File: config.mk
export PLATFORM = sky130hd
export DESIGN_NAME = panel_spi_writer
export DESIGN_NICKNAME = d
export VERILOG_FILES = /design/src/rtl/panel_spi_pkg.sv /design/src/rtl/panel_spi_frame.sv /design/src/rtl/panel_cmd_seq.sv /design/src/rtl/panel_spi_writer.sv
export SDC_FILE = /design/constraint.sdc
export NUM_CORES = 1
export LEC_CHECK = 0
export ABC_CLOCK_PERIOD_IN_PS = 1930
export BUFFER_PORTS_ARGS = -buffer_cell sky130_fd_sc_hd__buf_2
export CORE_ASPECT_RATIO = 0.6
export CORE_MARGIN = 10
export CORE_UTILIZATION = 48
export DETAILED_ROUTE_END_ITERATION = 7
export GPL_TIMING_DRIVEN = 0
export PLACE_DENSITY = 0.78
export SKIP_LAST_GASP = 1
export SLEW_MARGIN = 10
export SYNTH_ARGS = -nofsm -noshare
export SYNTH_HDL_FRONTEND = slang
export SYNTH_SLANG_ARGS = --single-unit
export TNS_END_PERCENT = 20
File: constraint.sdc
create_clock -name clk -period 1.93 [get_ports clk]
set_input_delay 0.579 -clock clk [delete_from_list [all_inputs] [get_ports clk]]
set_output_delay 0.579 -clock clk [all_outputs]
set_load 0.01 [all_outputs]
File: src/rtl/panel_spi_pkg.sv
package panel_spi_pkg;
  typedef enum logic [1:0] {
    OP_WRITE    = 2'd0,
    OP_POWER_UP = 2'd1,
    OP_SHUTDOWN = 2'd2,
    OP_RESUME   = 2'd3
  } panel_op_e;

  localparam int          FRAME_BITS  = 24;
  localparam logic [7:0]  SEL_PREFIX  = 8'h74;
  localparam logic [7:0]  VAL_PREFIX  = 8'h76;
  localparam logic [7:0]  REG_SLEEP   = 8'h11;
  localparam logic [7:0]  REG_OUTCTL  = 8'h01;
  localparam logic [15:0] OUTCTL_BASE = 16'h2AEF;
  localparam logic [15:0] SLEEP_EXIT  = 16'h0000;
  localparam logic [15:0] SLEEP_ENTER = 16'h0001;
endpackage

File: src/rtl/panel_spi_frame.sv
module panel_spi_frame #(
  parameter int CLK_DIV    = 4,
  parameter int FRAME_BITS = 24
) (
  input  logic                  clk,
  input  logic                  rst_n,
  input  logic                  go,
  input  logic [FRAME_BITS-1:0] data,
  output logic                  frame_done,
  output logic                  sclk,
  output logic                  mosi,
  output logic                  cs_n
);
  localparam int DIV_W = (CLK_DIV > 1) ? $clog2(CLK_DIV) : 1;
  localparam int CNT_W = $clog2(FRAME_BITS);

  typedef enum logic [1:0] {F_IDLE, F_SHIFT, F_GAP} fstate_e;
  fstate_e               st;
  logic [DIV_W-1:0]      div_cnt;
  logic [CNT_W-1:0]      bit_cnt;
  logic [FRAME_BITS-1:0] shreg;
  logic                  tick;

  assign tick = (div_cnt == DIV_W'(CLK_DIV - 1));
  assign mosi = shreg[FRAME_BITS-1];

  always_ff @(posedge clk or negedge rst_n) begin
    if (!rst_n) begin
      st         <= F_IDLE;
      div_cnt    <= '0;
      bit_cnt    <= '0;
      shreg      <= '0;
      sclk       <= 1'b0;
      cs_n       <= 1'b1;
      frame_done <= 1'b0;
    end else begin
      frame_done <= 1'b0;
      case (st)
        F_IDLE: if (go) begin
          shreg   <= data;
          cs_n    <= 1'b0;
          sclk    <= 1'b0;
          div_cnt <= '0;
          bit_cnt <= '0;
          st      <= F_SHIFT;
        end
        F_SHIFT: begin
          div_cnt <= tick ? '0 : div_cnt + 1'b1;
          if (tick) begin
            if (!sclk) begin
              sclk <= 1'b1;
            end else begin
              sclk <= 1'b0;
              if (bit_cnt == CNT_W'(FRAME_BITS - 1)) begin
                cs_n  <= 1'b1;
                shreg <= '0;
                st    <= F_GAP;
              end else begin
                bit_cnt <= bit_cnt + 1'b1;
                shreg   <= shreg << 1;
              end
            end
          end
        end
        default: begin
          div_cnt <= tick ? '0 : div_cnt + 1'b1;
          if (tick) begin
            st         <= F_IDLE;
            frame_done <= 1'b1;
          end
        end
      endcase
    end
  end

  // SCLK idles low outside a frame
  assert_sclk_idle_low_R4: assert property (@(posedge clk) disable iff (!rst_n)
    cs_n |-> !sclk);
  // data held while SCLK is high
  assert_mosi_hold_R4: assert property (@(posedge clk) disable iff (!rst_n)
    (sclk && $past(sclk)) |-> $stable(mosi));
  // frame closes after the last bit only
  assert_frame_len_R4: assert property (@(posedge clk) disable iff (!rst_n)
    $rose(cs_n) |-> ($past(bit_cnt) == CNT_W'(FRAME_BITS - 1)));
endmodule

File: src/rtl/panel_cmd_seq.sv
module panel_cmd_seq
  import panel_spi_pkg::*;
#(
  parameter logic [15:0] MODE_MASK = 16'hF000
) (
  input  logic                  clk,
  input  logic                  rst_n,
  input  logic                  start,
  input  logic [1:0]            op,
  input  logic [7:0]            reg_addr,
  input  logic [15:0]           wr_value,
  input  logic [15:0]           user_mode,
  input  logic                  frame_done,
  output logic                  busy,
  output logic                  done,
  output logic                  frame_go,
  output logic [FRAME_BITS-1:0] frame_data
);
  panel_op_e   op_q;
  logic [7:0]  addr_q;
  logic [15:0] val_q;
  logic [15:0] mode_q;
  logic [1:0]  frame_idx;
  logic [1:0]  last_idx;
  logic [7:0]  cur_addr;
  logic [15:0] cur_val;

  // Pick the register write for the current frame pair
  always_comb begin
    cur_addr = addr_q;
    cur_val  = val_q;
    case (op_q)
      OP_POWER_UP: begin
        cur_addr = frame_idx[1] ? REG_OUTCTL : REG_SLEEP;
        cur_val  = frame_idx[1] ? mode_q : SLEEP_EXIT;
      end
      OP_SHUTDOWN: begin
        cur_addr = REG_SLEEP;
        cur_val  = SLEEP_ENTER;
      end
      OP_RESUME: begin
        cur_addr = frame_idx[1] ? REG_SLEEP : REG_OUTCTL;
        cur_val  = frame_idx[1] ? SLEEP_EXIT : mode_q;
      end
      default: ;
    endcase
    frame_data = frame_idx[0] ? {VAL_PREFIX, cur_val} : {SEL_PREFIX, 8'h00, cur_addr};
  end

  always_ff @(posedge clk or negedge rst_n) begin
    if (!rst_n) begin
      op_q      <= OP_WRITE;
      addr_q    <= '0;
      val_q     <= '0;
      mode_q    <= '0;
      frame_idx <= '0;
      last_idx  <= '0;
      busy      <= 1'b0;
      done      <= 1'b0;
      frame_go  <= 1'b0;
    end else begin
      done     <= 1'b0;
      frame_go <= 1'b0;
      if (!busy) begin
        if (start) begin
          op_q      <= panel_op_e'(op);
          addr_q    <= reg_addr;
          val_q     <= wr_value;
          mode_q    <= (user_mode & MODE_MASK) | (OUTCTL_BASE & ~MODE_MASK);
          last_idx  <= (op == OP_WRITE || op == OP_SHUTDOWN) ? 2'd1 : 2'd3;
          frame_idx <= '0;
          busy      <= 1'b1;
          frame_go  <= 1'b1;
        end
      end else if (frame_done) begin
        if (frame_idx == last_idx) begin
          busy <= 1'b0;
          done <= 1'b1;
        end else begin
          frame_idx <= frame_idx + 1'b1;
          frame_go  <= 1'b1;
        end
      end
    end
  end

  // a start during a command leaves the captured command untouched
  assert_start_ignored_R11: assert property (@(posedge clk) disable iff (!rst_n)
    (busy && start) |=> ($stable(op_q) && $stable(addr_q) && $stable(val_q)));
  // busy ends only together with done
  assert_busy_ends_with_done_R10: assert property (@(posedge clk) disable iff (!rst_n)
    $fell(busy) |-> done);
  // done lasts one cycle
  assert_done_pulse_R10: assert property (@(posedge clk) disable iff (!rst_n)
    done |=> !done);
endmodule

File: src/rtl/panel_spi_writer.sv
module panel_spi_writer #(
  parameter int          CLK_DIV   = 4,
  parameter logic [15:0] MODE_MASK = 16'hF000
) (
  input  logic        clk,
  input  logic        rst_n,
  input  logic        start,
  input  logic [1:0]  op,
  input  logic [7:0]  reg_addr,
  input  logic [15:0] wr_value,
  input  logic [15:0] user_mode,
  output logic        busy,
  output logic        done,
  output logic        spi_sclk,
  output logic        spi_mosi,
  output logic        spi_cs_n
);
  import panel_spi_pkg::*;

  logic                  frame_go;
  logic                  frame_done;
  logic [FRAME_BITS-1:0] frame_data;

  panel_cmd_seq #(.MODE_MASK(MODE_MASK)) u_seq (
    .clk        (clk),
    .rst_n      (rst_n),
    .start      (start),
    .op         (op),
    .reg_addr   (reg_addr),
    .wr_value   (wr_value),
    .user_mode  (user_mode),
    .frame_done (frame_done),
    .busy       (busy),
    .done       (done),
    .frame_go   (frame_go),
    .frame_data (frame_data)
  );

  panel_spi_frame #(.CLK_DIV(CLK_DIV), .FRAME_BITS(FRAME_BITS)) u_frame (
    .clk        (clk),
    .rst_n      (rst_n),
    .go         (frame_go),
    .data       (frame_data),
    .frame_done (frame_done),
    .sclk       (spi_sclk),
    .mosi       (spi_mosi),
    .cs_n       (spi_cs_n)
  );

  // no bus activity while idle
  assert_idle_quiet_R3: assert property (@(posedge clk) disable iff (!rst_n)
    !busy |-> spi_cs_n);
endmodule

==> results_dict.tcl <==
set metrics [dict create \
    synth_edf_count 0 \
    syn_area_mm2 0.00328 \
    ys_ff_latch 73 \
    final_cells 501 \
    fmax_mhz 530 \
    layout_commonest_cell "nand2_1" \
    crit_type "flop to flop" \
    initial_utilization_pct 49.4 \
    postRouteAntennaNets 0 \
    cp-end-kind "flop" \
    track_usage_pct 16.0 \
    clock-root-buffer "clkbuf_16" \
    total_power_mw 3.48 \
    cts.clk_slew.worst_paths_ns 0.06 \
    syn-num-nets 407 \
    drive_gt1_share_pct 15.7 \
    synth_flop_cell "dfrtp_1" \
    clock_path_buffers 2 \
    antenna_found_initial 0 \
    via_count 2790 \
    holdWs_ns 0.0646 \
    grt_pass1_wl_um 13800 \
    cts_num_sinks 73 \
    p_per_area_mw_per_mm2 897 \
    die_h_um 84.1 \
    p_clk_share_pct 42.6 \
    portBuffers 37 \
    setup_slack_ns 0.0431 \
    grt_max_degree 65 \
    startpoint_type "flop" \
    cts_hold_buf 0 \
    netlist_instances 360 \
    hp-class "input port to async pin" \
    swShare_pct 25.2 \
    syn_to_final_growth_pct 18.3 \
    preCtsSetupSlack_ns -0.265 \
    nets 456 \
    cp_slowest_cell "or4_1" \
    p_leak_nw 1.92 \
    vdd_drop_max_mv 0.432 \
    ys_warn_count 0 \
    remaining_drc_errors 0 \
    cts_tree "built" \
    dp_hpwl_um 5870 \
    routed_wl_um 8330 \
    synth.avg_cell_area_um2 9.12 \
    dr.pass1.iters 6 \
    final_cell_mix "nand2_1, dfrtp_1, buf_2" \
    outcome "complete, no violations" \
    worst_pin_slew_ns 0.580 \
    top_level_ports 50 \
    crit_chain "buf_2, nand4b_1, and2_4, buf_6, or4_1, a21oi_1" \
    ys_async_sr_fraction_pct 100 \
    skew_ns 0.00764 \
    coreArea_mm2 0.00665 \
    gp_congestion 0.848 \
    relSlewSlack_pct 61.3 \
    finalHoldViolations 0 \
    rows 23 \
    crit_family "simple AND/OR/NAND/NOR gates" \
    fin_crit_sh_pct 97.8 \
    fp.dieW_um 127 \
    gr-total-overflow 0 \
    critPathBufInv 2 \
    die-area_mm2 0.0107 \
    critPathMaxStageDelay_ns 0.49 \
    diodes 0 \
    htreeDepth 3 \
    yosysSeqAreaShare_pct 55.7 \
    clk_latency_ns 0.34 \
    crit_fanout 10 \
    first_iter_violations 209 \
    pwr-share-seq_pct 49.0 \
    cp.arrival_ns 2.15 \
    grt_pass1_vias 2832 \
    power_switching_mw 0.877 \
    p_int_mw 2.61 \
    dp_cells 485 \
    final-max-slew-violation-count 0 \
    synth_cell_types 39 \
    wl_per_cell_um 16.6 \
    vias_per_cell 5.57 \
    numCtsBuffers 9 \
    crit_required_ns 2.19 \
    power_frac_comb_pct 8.4 \
    min_period_ns 1.89 \
    rsz0062_at_grt "true" \
    max-cap-violations 0 \
    setup_viol 0 \
]
[kinds of logic (layout without fill, tap and decap cells)]
logic type	count (synthesis)	after routing	share of synthesized area (%)
mux	3	3	0.915
xor+xnor	4	4	1.07
fa+ha+maj	2	2	0.762
buf+inv	28	82	3.70
flops	73	73	55.7
simple gates	178	178	23.7
compound gates	72	72	14.2
[Yosys cell counts, drive strengths merged, types with 4 or more instances]
cell type | n | area, µm²
o211ai | 4 | 30.0
nand2b | 4 | 25.0
a21oi | 30 | 150
nand4 | 4 | 25.0
nand2 | 119 | 447
dfrtp | 72 | 1800
clkbuf | 21 | 78.8
o21ai | 12 | 60.1
a22oi | 4 | 30.0
a211o | 7 | 61.3
a22o | 4 | 35.0
a32o | 5 | 50.1
nand3 | 20 | 100
inv | 4 | 15.0
nor2 | 15 | 56.3
[state kept, by name (all words and copies together) (netlist names)]
register,flops
u_frame.shreg,24
u_seq.val_q,16
u_seq.addr_q,8
u_frame.bit_cnt,5
u_seq.mode_q,4
u_frame.div_cnt,2
u_frame.st,2
u_seq.frame_idx,2
u_seq.last_idx,2
u_seq.op_q,2
u_frame.cs_n,1
u_frame.frame_done,1
u_frame.sclk,1
u_seq.busy,1
u_seq.done,1
u_seq.frame_go,1
[metal layers]
| metal | vias up | GRT usage, % | part of all wire [%] |
|---|---|---|---|
| met1 | 1347 | 20.9 | 46 |
| met4 | 0 | 5.46 | 1.2 |
| met5 | - | 0 | 0 |
| met2 | 110 | 22.2 | 43 |
| li1 | 1320 | - | - |
| met3 | 13 | 7.93 | 9.8 |
[final timing paths]
check | start | endpoint | slack (ns) | cells past startpoint
hold / removal | rst_n | u_seq.op_q[0] | 0.06 | 1
setup / recovery | u_frame.st[1] | u_frame.bit_cnt[3] | 0.04 | 6
setup reg to reg | u_frame.st[1] | u_frame.bit_cnt[3] | 0.04 | 6
max in group asynchronous | rst_n | u_frame.cs_n | 1.28 | 2
min in group clk | reg_addr[4] | u_seq.addr_q[4] | 0.42 | 3
hold reg to reg | u_frame.shreg[3] | u_frame.shreg[3] | 0.48 | 2
[power by group through the flow]
stage,Combinational (mW),Sequential (mW),Clock (mW)
after CTS,0.302,1.70,1.49
after detailed placement,0.298,1.72,0
after global routing,0.336,1.72,1.56
after global placement,0.278,1.72,0
after floorplan,0.181,1.70,0
final,0.293,1.71,1.48
[final cells by class]
cell class	instances	area, µm²
buffer	22	103
inverter	4	15.0
sequential	73	1830
tap	87	109
clock buffer	12	236
multi-input combinational	259	1340
clock inverter	4	20.0
fill	601	2760
timing repair buffer	40	230
[through the flow]
stage	util (%)	instance area (µm²)	TNS, ns
after detailed placement	54.2	3610	-0.590
after floorplan	-	3280	0
final	58.4	3880	0
after CTS	58.2	3870	-0.0715
after global placement	53.8	3580	-8.14
after global routing	58.4	3880	-0.258
[repair_timing]
item	4_1_cts	5_1_grt
endpoints found under the hold margin	0	0
endpoints found under the setup margin	7	26
resized for setup	1	8
pin swaps	0	1
setup buffers	0	2
Power figures use the tool's default switching activity.
